**src/rtl/qnc_pkg.sv**
```systemverilog
// Shared helpers for the quantization noise canceller.
// Assumes every intermediate value fits in 64 bits signed.
package qnc_pkg;

    // Clamp a wide signed value into the range of a w-bit signed field.
    function automatic logic signed [63:0] clamp_s(input logic signed [63:0] v, input int w);
        logic signed [63:0] hi;
        logic signed [63:0] lo;
        hi = (64'sd1 <<< (w - 1)) - 64'sd1;
        lo = -hi - 64'sd1;
        if (v > hi)      return hi;
        else if (v < lo) return lo;
        else             return v;
    endfunction

endpackage

```
**src/rtl/qnc_phase_acc.sv**
```systemverilog
// Phase accumulator: integrates the modulator quantization error.
// acc_nx is the value including the current sample; the register
// takes it on an accepted sample. Saturates, never wraps.
module qnc_phase_acc
    import qnc_pkg::*;
#(
    parameter int QW = 16,
    parameter int AW = 16
) (
    input  logic                 clk,
    input  logic                 rst_n,
    input  logic                 clr,
    input  logic                 smp_vld,
    input  logic signed [QW-1:0] sd_in,
    input  logic signed [QW-1:0] sd_out,
    output logic signed [AW-1:0] acc_q,
    output logic signed [AW-1:0] acc_nx
);
    logic signed [63:0] qerr;
    logic signed [63:0] acc_sum;
    logic signed [63:0] acc_clamped;

    // Purpose: form the error and its saturated running sum.
    always_comb begin
        qerr        = 64'(sd_in) - 64'(sd_out);
        acc_sum     = 64'(acc_q) + qerr;
        acc_clamped = clamp_s(acc_sum, AW);
        acc_nx      = acc_clamped[AW-1:0];
    end

    // Purpose: hold the phase state between samples.
    always_ff @(posedge clk) begin
        if (!rst_n)       acc_q <= '0;
        else if (clr)     acc_q <= '0;
        else if (smp_vld) acc_q <= acc_nx;
    end

    AST_ACC_NO_WRAP: assert property (@(posedge clk) disable iff (!rst_n)
        (smp_vld && !clr && (sd_in > sd_out)) |=> (acc_q >= $past(acc_q)));
    AST_ACC_NO_WRAP_NEG: assert property (@(posedge clk) disable iff (!rst_n)
        (smp_vld && !clr && (sd_in < sd_out)) |=> (acc_q <= $past(acc_q)));

endmodule

```
**src/rtl/qnc_cancel.sv**
```systemverilog
// Cancellation path: subtracts the scaled phase error from the
// measured word and registers the saturated residual.
// Assumes the gain carries GF fraction bits.
module qnc_cancel
    import qnc_pkg::*;
#(
    parameter int AW = 16,
    parameter int PW = 16,
    parameter int GW = 16,
    parameter int GF = 8
) (
    input  logic                 clk,
    input  logic                 rst_n,
    input  logic                 clr,
    input  logic                 smp_vld,
    input  logic signed [AW-1:0] acc_nx,
    input  logic signed [GW-1:0] gain_s,
    input  logic signed [PW-1:0] tdc_in,
    output logic signed [PW-1:0] resid,
    output logic signed [PW-1:0] res_q
);
    logic signed [63:0] scaled;
    logic signed [63:0] corr_term;
    logic signed [63:0] diff;
    logic signed [63:0] diff_c;

    // Purpose: compute the saturated residual for this sample.
    always_comb begin
        scaled    = 64'(acc_nx) * 64'(gain_s);
        corr_term = scaled >>> GF;
        diff      = 64'(tdc_in) - corr_term;
        diff_c    = clamp_s(diff, PW);
        resid     = diff_c[PW-1:0];
    end

    // Purpose: register the residual on an accepted sample.
    always_ff @(posedge clk) begin
        if (!rst_n)       res_q <= '0;
        else if (clr)     res_q <= '0;
        else if (smp_vld) res_q <= resid;
    end

    AST_RES_HOLD: assert property (@(posedge clk) disable iff (!rst_n)
        (!smp_vld && !clr) |=> $stable(res_q));
    AST_RES_CLEAR: assert property (@(posedge clk) disable iff (!rst_n)
        clr |=> (res_q == '0));

endmodule

```
**src/rtl/qnc_lms.sv**
```systemverilog
// Correlator and gain accumulator: correlates the residual with the
// phase error, scales the product by 2^-mu_shift and integrates it.
// Adapts only while adapt_en is high. Saturates at GW bits.
module qnc_lms
    import qnc_pkg::*;
#(
    parameter int AW  = 16,
    parameter int PW  = 16,
    parameter int GW  = 16,
    parameter int MUW = 5
) (
    input  logic                  clk,
    input  logic                  rst_n,
    input  logic                  clr,
    input  logic                  smp_vld,
    input  logic                  adapt_en,
    input  logic        [MUW-1:0] mu_shift,
    input  logic signed [PW-1:0]  resid,
    input  logic signed [AW-1:0]  acc_nx,
    output logic signed [GW-1:0]  gacc_q
);
    logic signed [63:0] corr;
    logic signed [63:0] step;
    logic signed [63:0] gsum;
    logic signed [63:0] gsum_c;
    logic signed [GW-1:0] gacc_nx;

    // Purpose: correlate, apply the step size and integrate with saturation.
    always_comb begin
        corr    = 64'(resid) * 64'(acc_nx);
        step    = corr >>> mu_shift;
        gsum    = 64'(gacc_q) + step;
        gsum_c  = clamp_s(gsum, GW);
        gacc_nx = gsum_c[GW-1:0];
    end

    // Purpose: update the gain accumulator only while learning.
    always_ff @(posedge clk) begin
        if (!rst_n)                   gacc_q <= '0;
        else if (clr)                 gacc_q <= '0;
        else if (smp_vld && adapt_en) gacc_q <= gacc_nx;
    end

    AST_GAIN_FROZEN: assert property (@(posedge clk) disable iff (!rst_n)
        (!adapt_en && !clr) |=> $stable(gacc_q));
    AST_ZERO_RESID_NO_STEP: assert property (@(posedge clk) disable iff (!rst_n)
        (smp_vld && !clr && (resid == '0)) |=> $stable(gacc_q));

endmodule

```
**src/rtl/qnc_iir.sv**
```systemverilog
// First-order smoother: y += (x - y) >>> k on each accepted sample.
// x is the registered gain accumulator, so the update sees the value
// from before the current sample.
module qnc_iir #(
    parameter int GW = 16,
    parameter int KW = 4
) (
    input  logic                 clk,
    input  logic                 rst_n,
    input  logic                 clr,
    input  logic                 smp_vld,
    input  logic        [KW-1:0] iir_shift,
    input  logic signed [GW-1:0] x,
    output logic signed [GW-1:0] y_q
);
    logic signed [63:0] delta;
    logic signed [63:0] y_sum;
    logic signed [GW-1:0] y_nx;

    // Purpose: move the state a shifted fraction toward the target.
    always_comb begin
        delta = 64'(x) - 64'(y_q);
        y_sum = 64'(y_q) + (delta >>> iir_shift);
        y_nx  = y_sum[GW-1:0];
    end

    // Purpose: hold the smoothed gain.
    always_ff @(posedge clk) begin
        if (!rst_n)       y_q <= '0;
        else if (clr)     y_q <= '0;
        else if (smp_vld) y_q <= y_nx;
    end

    AST_IIR_UP_BOUNDED: assert property (@(posedge clk) disable iff (!rst_n)
        (smp_vld && !clr && (x >= y_q)) |=> ((y_q >= $past(y_q)) && (y_q <= $past(x))));
    AST_IIR_DOWN_BOUNDED: assert property (@(posedge clk) disable iff (!rst_n)
        (smp_vld && !clr && (x < y_q)) |=> ((y_q <= $past(y_q)) && (y_q >= $past(x))));
    AST_IIR_CLEAR: assert property (@(posedge clk) disable iff (!rst_n)
        clr |=> (y_q == '0));

endmodule

```
**src/rtl/qnoise_canceller.sv**
```systemverilog
// Top: removes divider-dither quantization noise from a phase-error
// stream with a gain learned by correlation. One sample per smp_vld.
// Assumes smp_vld is a single-cycle strobe per reference cycle.
module qnoise_canceller #(
    parameter int QW  = 16,
    parameter int AW  = 16,
    parameter int PW  = 16,
    parameter int GW  = 16,
    parameter int GF  = 8,
    parameter int MUW = 5,
    parameter int KW  = 4
) (
    input  logic                 clk,
    input  logic                 rst_n,
    input  logic                 clr,
    input  logic                 smp_vld,
    input  logic                 adapt_en,
    input  logic [MUW-1:0]       mu_shift,
    input  logic [KW-1:0]        iir_shift,
    input  logic signed [QW-1:0] sd_in,
    input  logic signed [QW-1:0] sd_out,
    input  logic signed [PW-1:0] tdc_in,
    output logic signed [PW-1:0] res_out,
    output logic signed [GW-1:0] gain_out
);
    logic signed [AW-1:0] acc_q;
    logic signed [AW-1:0] acc_nx;
    logic signed [PW-1:0] resid;
    logic signed [GW-1:0] gacc_q;
    logic signed [GW-1:0] gain_s;

    qnc_phase_acc #(.QW(QW), .AW(AW)) u_pacc (
        .clk(clk), .rst_n(rst_n), .clr(clr), .smp_vld(smp_vld),
        .sd_in(sd_in), .sd_out(sd_out), .acc_q(acc_q), .acc_nx(acc_nx)
    );

    qnc_cancel #(.AW(AW), .PW(PW), .GW(GW), .GF(GF)) u_canc (
        .clk(clk), .rst_n(rst_n), .clr(clr), .smp_vld(smp_vld),
        .acc_nx(acc_nx), .gain_s(gain_s), .tdc_in(tdc_in),
        .resid(resid), .res_q(res_out)
    );

    qnc_lms #(.AW(AW), .PW(PW), .GW(GW), .MUW(MUW)) u_lms (
        .clk(clk), .rst_n(rst_n), .clr(clr), .smp_vld(smp_vld),
        .adapt_en(adapt_en), .mu_shift(mu_shift), .resid(resid),
        .acc_nx(acc_nx), .gacc_q(gacc_q)
    );

    qnc_iir #(.GW(GW), .KW(KW)) u_iir (
        .clk(clk), .rst_n(rst_n), .clr(clr), .smp_vld(smp_vld),
        .iir_shift(iir_shift), .x(gacc_q), .y_q(gain_s)
    );

    assign gain_out = gain_s;

    AST_IDLE_GAIN_HOLD: assert property (@(posedge clk) disable iff (!rst_n)
        (!smp_vld && !clr) |=> ($stable(gain_out) && $stable(acc_q)));

endmodule

```
**config.mk**
```make
export PLATFORM = sky130hd
export DESIGN_NAME = qnoise_canceller
export DESIGN_NICKNAME = d
export VERILOG_FILES = /design/src/rtl/qnc_pkg.sv /design/src/rtl/qnc_phase_acc.sv /design/src/rtl/qnc_cancel.sv /design/src/rtl/qnc_lms.sv /design/src/rtl/qnc_iir.sv /design/src/rtl/qnoise_canceller.sv
export SDC_FILE = /design/constraint.sdc
export NUM_CORES = 2
export LEC_CHECK = 0
export BUFFER_PORTS_ARGS = -buffer_cell sky130_fd_sc_hd__buf_2
export CORE_MARGIN = 8
export CORE_UTILIZATION = 50
export CTS_BUF_LIST = sky130_fd_sc_hd__clkbuf_8
export CTS_CLUSTER_SIZE = 24
export DETAILED_ROUTE_END_ITERATION = 12
export PLACE_DENSITY = 0.68
export SYNTH_ARGS = -nofsm -noshare
export SYNTH_HDL_FRONTEND = slang
export SYNTH_SLANG_ARGS = --single-unit
```
**constraint.sdc**
```tcl
create_clock -name clk -period 23.4 [get_ports clk]
set_input_delay 3.51 -clock clk [delete_from_list [all_inputs] [get_ports clk]]
set_output_delay 3.51 -clock clk [all_outputs]
set_load 0.005 [all_outputs]
```
==> impl_results.md <==
- Slew Limit Headroom: 28.5%
- Via density: 5.55
- Chip Height: 264 µm
- Dpl cells: 5,115
- H-tree levels: 3
- Post-synth EDFFs: 0
- Failing checks: negative setup slack
- Worst path max stage delay: 0.58 ns
- Vias in the first global route: 29,000
- Post-route ant nets: 0
- Worst Setup Start Kind: primary input
- Share of flip-flops with an asynchronous set or reset: 0%
- Register area share after synthesis: 4.16%
- Max Clock Skew: 0.0138 ns
- Mapped Cells: 3,760
- GRT Overall Usage: 27.2%
- Hold path start: u_canc.res_q[1]
- Syn Area/Cell: 8.19 µm²
- Clock Pin Slew Worst Setup and Hold Paths: 0.09 ns
- Die area: 69,800 µm²
- DRT Wirelength: 96.6 mm
- I/O Buffers: 93
- Initial antenna violation count: 3
- CP max stage cell: fa_2
- Highest-count cells in the layout ignoring fill and taps: 666 x inv_1, 666 x buf_4, 513 x fa_1
- Setup crit end kind: flip-flop
- 1st-iter DRT viols: 2,276
- Standard-cell rows: 91
- Critical path required time: 23.68 ns
- Unrepaired setup endpoints after global routing: true
- Cell count of the worst reg-to-reg path: 90
- Hold Path End: u_canc.res_q[1]
- CTS Sinks: 64
- Remaining DRCs: 0
- Core ar.: 61,300 µm²
- Area Overhead vs Synth: 28.3%
- RD Place Congestion: 0.977
- Vias post-DR: 28,900
- I/O Pins: 94
- Largest net degree at the start of global routing: 68
- Die width: 264 µm
- Post-Synthesis Cell Area: 30,800 µm²
- Worst r2r src: u_pacc.acc_q[1]
- Status: finished, violations left
- Flop-to-flop setup slack: 2.27 ns
- Measured slew at the worst slew-check pin: 1.07 ns
- Library cells used by synthesis: 90
- Critical Path Fanout Max: 12
- DP HPWL: 79.8 mm
- Yosys reg bits: 64
- Clk root buf: clkbuf_8
- Mapped Nets: 4,632
- Worst setup margin: -0.611 ns
- Non-filler cells, final: 5,211
- Layout cells sized above 1: 27.6%
- Drt first pass iters: 6
- WL per Instance: 18.5 µm
- Worst min path class: flip-flop to flip-flop
- Main synth FF type: dfxtp_1
- Finish-stage setup viols: 15
- First-pass GRT wire length: 154 mm
- Max-slew violations: 0
- Place WS: -1.89 ns
- Synth Warn #: 0
- Hold Crit Depth: 2
- Critical path origin: sd_in[1]
- FF-to-FF End: u_lms.gacc_q[4]
- Num CTS Buffers: 9
- Fin crit share: 103%
- WS Path Type: primary input to flip-flop
- Max Freq: 41.6 MHz
- Crit path top cell by count: fa_1
- Final Hold Fails: 0
- Congestion Overflow GR: 0
- Crit path time final: 24.01 ns
- CTS Buffer Depth: 2
- Insertion delay to the later sink of the worst-skew pair: 0.39 ns
- CTS tree: yes
- Critical Path AT: 24.29 ns
- Post-layout nets: 5,285
- Max-cap violations: 0
- Initial Util: 50.3%
## cell families (layout without fill, tap and decap cells)
group           count (synthesis)  count (layout)  share of synthesized area (%)
compound gates                667             667                           14.3
xor+xnor                      135             135                           3.89
fa+ha+maj                     810             810                           46.2
buf+inv                       860            1517                           10.7
flops                          64              64                           4.16
mux                           121             121                           4.81
other cells                     0               3                              0
simple gates                 1103            1104                           16.0
## metal layers
metal / routed length [µm] / global-route usage, %
met3: 7650 / 4.63
met4: 3770 / 9.07
met1: 40100 / 36.1
met2: 45000 / 44.8
met5: 0 / 0
## repair_timing
item / 4_1_cts / 5_1_grt
pin swaps: 66 / 144
gates resized for setup: 94 / 210
hold buffers: 0 / 0
cloned: 2 / 5
buffers inserted: 23 / 47
endpoints found under the setup margin: 16 / 16
## critical path: cells and delay by family
kind	cells	cell delay [ns]
xor+xnor	2	0.28
buf+inv	19	2.02
mux	4	1.21
fa+ha+maj	19	8.26
simple gates	15	3.11
compound gates	32	5.89
## through the flow
stage                     util (%)  hold slack [ns]  instance area, µm²  setup TNS (ns)
final                         64.5            0.477               39500           -8.82
after global routing          64.5            0.496               39500          -20.07
after CTS                     62.2            0.477               38100           -9.68
after detailed placement      60.8            0.464               37200          -28.94
after global placement        60.8            0.462               37200          -24.54
after floorplan                  -            0.454               31700           -3.67
## area by class of cell
type	instances	area [µm²]
multi-input combinational	2837	28100
antenna	3	7.51
clock inverter	7	125
tap	790	988
timing repair buffer	808	6270
sequential	64	1280
clock buffer	9	124
fill	5094	21800
inverter	693	2610
## worst max path at each step
stage,end,cells past startpoint,slack [ns]
after floorplan,u_lms.gacc_q[10],89,-0.28
after global placement,u_lms.gacc_q[0],82,-1.61
after detailed placement,u_lms.gacc_q[5],85,-1.89
after CTS,u_lms.gacc_q[5],88,-0.66
after global routing,u_lms.gacc_q[14],103,-1.34
final,u_lms.gacc_q[4],91,-0.61
## flip-flops by register name, indices dropped and copies added, names as in the netlist
register	flops
u_lms.gacc_q	16
u_canc.res_q	16
u_iir.y_q	16
u_pacc.acc_q	16
## synthesized netlist by cell type (6+ instances only)
cell type	number	area share, %
and3_1	21	0.43
or2_2	15	0.30
buf_2	9	0.15
mux2_2	25	0.91
and2_1	49	1.0
buf_6	6	0.22
clkbuf_1	141	1.7
fa_1	544	35
a31o_2	8	0.23
xnor2_1	102	2.9
o211ai_1	19	0.46
xor2_1	32	0.91
nand4_1	16	0.33
nor3_1	48	0.78
o31ai_1	12	0.29
a211o_1	14	0.40
a221o_1	7	0.23
buf_1	10	0.12
nor4b_1	6	0.17
nor4_1	8	0.16
nand2b_1	36	0.73
a311oi_1	6	0.17
ha_1	266	11
mux2i_1	77	2.5
o22ai_1	20	0.41
nand2_1	386	4.7
a31oi_1	26	0.53
dfxtp_1	64	4.2
inv_1	686	8.4
or3_1	24	0.49
nor3b_1	8	0.20
a21boi_0	9	0.22
a21o_1	81	2.0
nor2_1	380	4.6
mux4_2	19	1.4
o21bai_1	18	0.44
a21oi_1	158	2.6
nand3_1	57	0.93
nor2b_1	20	0.41
o21ai_0	142	2.3
o21a_1	32	0.78
a211oi_1	46	1.1
Power is not shown: default switching activity piles up to over one toggle a cycle in this logic, so the estimate is an artifact.
